===== config.mk =====
export PLATFORM = sky130hd
export DESIGN_NAME = txq_mgr
export DESIGN_NICKNAME = d
export VERILOG_FILES = /design/src/rtl/txq_pkg.sv /design/src/rtl/txq_fifo.sv /design/src/rtl/txq_pool.sv /design/src/rtl/txq_mgr.sv
export SDC_FILE = /design/constraint.sdc
export NUM_CORES = 1
export LEC_CHECK = 0
export BUFFER_PORTS_ARGS = -buffer_cell sky130_fd_sc_hd__buf_2
export CORE_MARGIN = 5
export CORE_UTILIZATION = 40
export CTS_CLUSTER_SIZE = 8
export DETAILED_ROUTE_END_ITERATION = 8
export GPL_TIMING_DRIVEN = 1
export SYNTH_ARGS = -nofsm -noshare
export SYNTH_HDL_FRONTEND = slang
export SYNTH_SLANG_ARGS = --single-unit

===== constraint.sdc =====
create_clock -name clk -period 3.9 [get_ports clk]
set_input_delay 0.39 -clock clk [delete_from_list [all_inputs] [get_ports clk]]
set_output_delay 0.39 -clock clk [all_outputs]
set_load 0.005 [all_outputs]

===== src/rtl/txq_pkg.sv =====
package txq_pkg;
    typedef enum logic [2:0] {
        OP_NOP   = 3'd0,
        OP_ALLOC = 3'd1,
        OP_ENQ   = 3'd2,
        OP_REL   = 3'd3,
        OP_ACK   = 3'd4
    } txq_op_e;

    localparam int ST_OK_BIT   = 0;
    localparam int ST_FAIL_BIT = 1;
endpackage


===== src/rtl/txq_fifo.sv =====
module txq_fifo #(
    parameter int W     = 4,
    parameter int DEPTH = 16
) (
    input  logic         clk,
    input  logic         rst_n,
    input  logic         push,
    input  logic [W-1:0] wdata,
    input  logic         pop,
    output logic [W-1:0] head,
    output logic         empty,
    output logic         full
);
    localparam int AW = (DEPTH > 1) ? $clog2(DEPTH) : 1;
    localparam int CW = $clog2(DEPTH + 1);

    typedef struct packed {
        logic [DEPTH-1:0][W-1:0] mem;
        logic [AW-1:0]           rd;
        logic [AW-1:0]           wr;
        logic [CW-1:0]           cnt;
    } fifo_t;

    fifo_t s_q, s_d;
    logic  do_push, do_pop;

    function automatic logic [AW-1:0] step(input logic [AW-1:0] p);
        return (p == AW'(DEPTH - 1)) ? '0 : p + 1'b1;
    endfunction

    always_comb begin
        s_d     = s_q;
        do_pop  = pop && (s_q.cnt != '0);
        do_push = push && (s_q.cnt != CW'(DEPTH));
        if (do_push) begin
            s_d.mem[s_q.wr] = wdata;
            s_d.wr          = step(s_q.wr);
        end
        if (do_pop) begin
            s_d.rd = step(s_q.rd);
        end
        case ({do_push, do_pop})
            2'b10:   s_d.cnt = s_q.cnt + 1'b1;
            2'b01:   s_d.cnt = s_q.cnt - 1'b1;
            default: s_d.cnt = s_q.cnt;
        endcase
    end

    always_ff @(posedge clk) begin
        if (!rst_n) s_q <= '0;
        else        s_q <= s_d;
    end

    assign head  = s_q.mem[s_q.rd];
    assign empty = (s_q.cnt == '0);
    assign full  = (s_q.cnt == CW'(DEPTH));

    AST_NO_OVERFLOW: assert property (@(posedge clk) disable iff (!rst_n)
        !(push && full && !pop));
    AST_PUSH_FILLS: assert property (@(posedge clk) disable iff (!rst_n)
        (push && !full) |=> !empty);
endmodule


===== src/rtl/txq_pool.sv =====
module txq_pool #(
    parameter int NPKT = 16,
    localparam int PW  = $clog2(NPKT)
) (
    input  logic            clk,
    input  logic            rst_n,
    input  logic            req,
    input  logic            rel_en,
    input  logic [PW-1:0]   rel_pkt,
    output logic            grant,
    output logic [PW-1:0]   grant_pkt,
    output logic [NPKT-1:0] free_vec
);
    logic [NPKT-1:0] free_q, free_d;

    always_comb begin
        grant     = 1'b0;
        grant_pkt = '0;
        for (int i = NPKT - 1; i >= 0; i--) begin
            if (req && free_q[i]) begin
                grant     = 1'b1;
                grant_pkt = PW'(i);
            end
        end
        free_d = free_q;
        if (grant)  free_d[grant_pkt] = 1'b0;
        if (rel_en) free_d[rel_pkt]   = 1'b1;
    end

    always_ff @(posedge clk) begin
        if (!rst_n) free_q <= '1;
        else        free_q <= free_d;
    end

    assign free_vec = free_q;

    AST_GRANT_TAKEN: assert property (@(posedge clk) disable iff (!rst_n)
        grant |=> !free_q[$past(grant_pkt)]);
    AST_REL_FREES: assert property (@(posedge clk) disable iff (!rst_n)
        rel_en |=> free_q[$past(rel_pkt)]);
endmodule


===== src/rtl/txq_mgr.sv =====
module txq_mgr
    import txq_pkg::*;
#(
    parameter int NPKT      = 16,
    parameter int LENW      = 12,
    parameter int BUF_BYTES = 2048,
    parameter int SW        = 16,
    localparam int PW       = $clog2(NPKT)
) (
    input  logic            clk,
    input  logic            rst_n,
    input  logic            cmd_valid,
    input  logic [2:0]      cmd_op,
    input  logic [LENW-1:0] cmd_len,
    input  logic            pnr_wr,
    input  logic [PW-1:0]   pnr_wdata,
    input  logic            ctl_wr,
    input  logic            ctl_txen,
    input  logic            half_duplex,
    input  logic            defer,
    input  logic            alloc_mask,
    output logic            alloc_int,
    output logic [PW-1:0]   alloc_result,
    output logic            irq,
    output logic            tx_int,
    output logic            tx_en,
    output logic            txfail,
    output logic [PW-1:0]   fail_pkt,
    output logic [PW-1:0]   cf_head,
    output logic            err,
    output logic            mac_req,
    output logic [PW-1:0]   mac_pkt,
    input  logic            mac_done,
    input  logic            mac_fail,
    output logic            st_we,
    output logic [PW-1:0]   st_pkt,
    output logic [SW-1:0]   st_word
);
    typedef struct packed {
        logic [PW-1:0] pnr;
        logic          alloc_pend;
        logic          alloc_int;
        logic [PW-1:0] alloc_res;
        logic          tx_en;
        logic          fail;
        logic [PW-1:0] fail_pkt;
        logic          err;
        logic          st_we;
        logic [PW-1:0] st_pkt;
        logic [SW-1:0] st_word;
    } mgr_t;

    mgr_t s_q, s_d;

    logic            c_alloc, c_enq, c_rel, c_ack, len_ok;
    logic            enq_ok, rel_ok, ack_ok;
    logic            pool_req, pool_grant;
    logic [PW-1:0]   pool_pkt;
    logic [NPKT-1:0] free_vec;
    logic [PW-1:0]   pf_head;
    logic            pf_empty, pf_full;
    logic            cf_empty, cf_full;
    logic            mac_end, mac_bad;

    always_comb begin
        c_alloc = cmd_valid && (cmd_op == OP_ALLOC);
        c_enq   = cmd_valid && (cmd_op == OP_ENQ);
        c_rel   = cmd_valid && (cmd_op == OP_REL);
        c_ack   = cmd_valid && (cmd_op == OP_ACK);
        len_ok  = (32'(cmd_len) <= BUF_BYTES);

        pool_req = s_q.alloc_pend || (c_alloc && len_ok);
        enq_ok   = c_enq && !free_vec[s_q.pnr] && !pf_full;
        rel_ok   = c_rel && !free_vec[s_q.pnr];
        ack_ok   = c_ack && !cf_empty;

        mac_req = !pf_empty && !cf_full && s_q.tx_en && !(half_duplex && defer);
        mac_end = mac_req && (mac_done || mac_fail);
        mac_bad = mac_req && mac_fail;
    end

    always_comb begin
        s_d       = s_q;
        s_d.st_we = 1'b0;

        if (pnr_wr) s_d.pnr = pnr_wdata;

        if (c_alloc) s_d.alloc_int = 1'b0;
        if (pool_grant) begin
            s_d.alloc_int  = 1'b1;
            s_d.alloc_res  = pool_pkt;
            s_d.alloc_pend = 1'b0;
        end else if (c_alloc && len_ok) begin
            s_d.alloc_pend = 1'b1;
        end

        if ((c_alloc && !len_ok) || (c_enq && !enq_ok) ||
            (c_rel && !rel_ok) || (c_ack && !ack_ok)) begin
            s_d.err = 1'b1;
        end

        if (ctl_wr) begin
            s_d.tx_en = ctl_txen;
            if (ctl_txen) s_d.fail = 1'b0;
        end

        if (mac_end) begin
            s_d.st_we   = 1'b1;
            s_d.st_pkt  = pf_head;
            s_d.st_word = '0;
            if (mac_bad) s_d.st_word[ST_FAIL_BIT] = 1'b1;
            else         s_d.st_word[ST_OK_BIT]   = 1'b1;
        end
        if (mac_bad) begin
            s_d.tx_en    = 1'b0;
            s_d.fail     = 1'b1;
            s_d.fail_pkt = pf_head;
        end
    end

    always_ff @(posedge clk) begin
        if (!rst_n) s_q <= '0;
        else        s_q <= s_d;
    end

    txq_pool #(.NPKT(NPKT)) u_pool (
        .clk       (clk),
        .rst_n     (rst_n),
        .req       (pool_req),
        .rel_en    (rel_ok),
        .rel_pkt   (s_q.pnr),
        .grant     (pool_grant),
        .grant_pkt (pool_pkt),
        .free_vec  (free_vec)
    );

    txq_fifo #(.W(PW), .DEPTH(NPKT)) u_pend (
        .clk   (clk),
        .rst_n (rst_n),
        .push  (enq_ok),
        .wdata (s_q.pnr),
        .pop   (mac_end),
        .head  (pf_head),
        .empty (pf_empty),
        .full  (pf_full)
    );

    txq_fifo #(.W(PW), .DEPTH(NPKT)) u_cmpl (
        .clk   (clk),
        .rst_n (rst_n),
        .push  (mac_end),
        .wdata (pf_head),
        .pop   (ack_ok),
        .head  (cf_head),
        .empty (cf_empty),
        .full  (cf_full)
    );

    assign tx_int       = !cf_empty;
    assign irq          = (s_q.alloc_int && alloc_mask) || tx_int;
    assign alloc_int    = s_q.alloc_int;
    assign alloc_result = s_q.alloc_res;
    assign tx_en        = s_q.tx_en;
    assign txfail       = s_q.fail;
    assign fail_pkt     = s_q.fail_pkt;
    assign err          = s_q.err;
    assign mac_pkt      = pf_head;
    assign st_we        = s_q.st_we;
    assign st_pkt       = s_q.st_pkt;
    assign st_word      = s_q.st_word;

    AST_FAIL_HALTS: assert property (@(posedge clk) disable iff (!rst_n)
        (mac_req && mac_fail) |=> (!tx_en && txfail && !mac_req));
    AST_DONE_STATUS: assert property (@(posedge clk) disable iff (!rst_n)
        (mac_req && mac_done && !mac_fail) |=> (st_we && st_word[ST_OK_BIT] && tx_int));
    AST_DEFER_HOLDS: assert property (@(posedge clk) disable iff (!rst_n)
        (half_duplex && defer) |-> !mac_req);
    AST_ACK_EMPTY_ERR: assert property (@(posedge clk) disable iff (!rst_n)
        (cmd_valid && cmd_op == OP_ACK && !tx_int) |=> err);
    AST_ERR_STICKY: assert property (@(posedge clk) disable iff (!rst_n)
        err |=> err);
    AST_STATUS_PULSE: assert property (@(posedge clk) disable iff (!rst_n)
        st_we |-> $onehot(st_word[1:0]));
endmodule


==> out/metrics.cfg <==
[pwr]
p_sw_frac=0.248
clockPowerShare=0.447
p_int_uw=2870
p_sw_uw=948
p_comb_frac=0.030
p_leak_uw=0.00375
ir_drop_mv=0.312
p_seq_frac=0.522
p_per_area_mw_per_mm2=363

[worst_setup_path]
timing_worst_setup_path_type=register to register
cp.required_ns=4.25
crit_path_start_kind=register
cp_max_fo=13
cp.arrival_ns=3.96
crit_path_end_kind=register

[synth]
synthCells=1046
synth_edf_count=0
synth.distinct_cells=70
ys_seq_area_frac=0.403
postSynth.asyncResetShare=0
syn_area_mm2=0.00965
ys_ff_latch=194
avgSynthCellArea_um2=9.22
synthFlopType=dfxtp_1
yosys_warnings=0

[clock_network]
cts_sinks=194
post_cts.repair.setup_buffers=0
root_buffer=clkbuf_16
cts_inserted_buffers=17
cts_tree=done
clock_latency_ns=0.44
post_cts_resized=0
clockBufferDepth=2
path_clk_slew_ns=0.08
h-tree-depth=4
hold_buffers=0

[placement]
dpl_worst_slack_ns=0.371
hpwlAfterDp_mm=16.8
numPortBuffers=59
place_inst=1345
gp_congestion=0.833

[floorplanning]
start_util=0.409
dieArea_mm2=0.0273
fp-row-count=56
die_h_um=165
ioPinCount=74
coreArea_mm2=0.0236
fp.dieW_um=165

[finish]
area_growth_pct=9.18
final_common_cell=dfxtp_1
fillers=2290
drive_above_1_share=0.176
mostFrequentLayoutCells=dfxtp_1, nand2_1, o22ai_1
final_nets=1095
num_antenna_cells=0
stdcell_count=1377

[route]
drt_iter0_markers=703
vias_per_cell=5.66
routed_wl_mm=24.4
vias=7796
drc=0
wl_per_cell_um=17.7
dr.pass1.iters=7
final_antenna_net_count=0

[sta]
rsz0062_at_grt=false
setup_viol=0
worst_pin_slew_ns=1.03
skew_ns=0.0119
fmax_ghz=0.278
tns_ns=0
finalHoldViolCount=0
period_share=0.924
final_max_slew_viol_count=0
min_period_ns=3.60
relSlewSlack=0.312
setup_ws_ns=0.297

[global_route]
overflow=0
grt_pass1_vias=7385
grt_max_degree=113
antenna_found_initial=0
grt_pass1_wl_mm=39.4
track_usage=0.180

[outcome]
status=completed

[min_path]
hold_path_class=input port to register

[run]
maxCapViolations=0

layer usage:
metal  up-vias  global-route usage  share of wire
met5         -                   0              0
met3        29              0.0266          0.056
met1      3715               0.253           0.47
met4         0              0.0555          0.016
li1       3809                   -              -
met2       243               0.289           0.46
path summary, 6_finish.rpt:
kind	startpoint	slack [ns]	cells past startpoint	endpoint
setup reg to reg	s_q[35]	0.30	11	u_pend.s_q[4]
hold / removal	pnr_wdata[0]	0.19	3	s_q[34]
setup / recovery	s_q[35]	0.30	11	u_pend.s_q[4]
hold reg to reg	u_pend.s_q[54]	0.46	2	u_pend.s_q[54]
final cells by class:
cell class	count	area, um^2	area share
Clock inverter	15	144	0.0137
Sequential cell	194	3880	0.369
Multi-Input combinational cell	722	5100	0.485
Inverter	31	116	0.0110
Tap cell	319	399	0.0379
Clock buffer	17	425	0.0404
Timing Repair Buffer	79	460	0.0437
cell families after synthesis:
group                    Yosys count  share of synthesized area
adder cells (fa/ha/maj)           20                     0.0275
multiplexers                      95                      0.149
XOR/XNOR                           7                    0.00635
buffers and inverters            143                     0.0740
other                              1                   0.000389
AND/OR/NAND/NOR                  347                      0.177
AO/OA/AOI/OAI                    239                      0.163
flip-flops                       194                      0.403
synthesized netlist by cell type (13+ instances only):
| cell | instances | area (um^2) |
|---|---|---|
| nor2_1 | 47 | 176 |
| o31ai_1 | 34 | 255 |
| nand2_1 | 154 | 578 |
| inv_1 | 30 | 113 |
| o21ai_0 | 19 | 95.1 |
| and3_1 | 17 | 106 |
| mux4_2 | 38 | 856 |
| nand3_1 | 27 | 135 |
| a21oi_1 | 60 | 300 |
| nand4_1 | 32 | 200 |
| ha_1 | 18 | 225 |
| mux2i_1 | 45 | 450 |
| clkbuf_1 | 61 | 229 |
| o22ai_1 | 70 | 438 |
| nor3_1 | 13 | 65.1 |
| dfxtp_1 | 194 | 3880 |
| buf_4 | 31 | 233 |
power groups by stage:
stage / Sequential (uW) / Combinational [uW] / Clock [uW]
6_report: 1990 / 116 / 1710
3_5_place_dp: 2040 / 116 / 0
4_1_cts: 1990 / 117 / 1740
3_3_place_gp: 2040 / 116 / 0
2_1_floorplan: 2030 / 89.0 / 0
5_1_grt: 1990 / 128 / 1820
worst max-delay path: stages, from the launching register on:
cell and delay, ns:
dfxtp_1 0.67, mux2_1 0.41, mux4_2 0.53, o22ai_2 0.22
inv_2 0.05, ha_1 0.23, ha_1 0.33, nor2b_1 0.15
o21ai_0 0.20, a21oi_1 0.12, or4_1 0.47, a21oi_1 0.15
state kept, by name, summed over array words and instances (netlist names):
name	count
err	1
tx_en	1
st_we	1
alloc_result	4
alloc_int	1
fail_pkt	4
st_pkt	4
u_pend.s_q	77
s_q	5
u_pool.free_vec	16
txfail	1
st_word	2
u_cmpl.s_q	77
stage by stage:
step / area, um^2 / util / hold slack, ns / total power (uW)
2_1_floorplan: 9700 / - / 0.432 / 2120
3_3_place_gp: 9960 / 0.422 / 0.441 / 2160
3_5_place_dp: 9960 / 0.422 / 0.447 / 2160
4_1_cts: 10500 / 0.446 / 0.177 / 3850
5_1_grt: 10500 / 0.446 / 0.209 / 3950
6_report: 10500 / 0.446 / 0.190 / 3820
(Power assumes the default switching activity.)
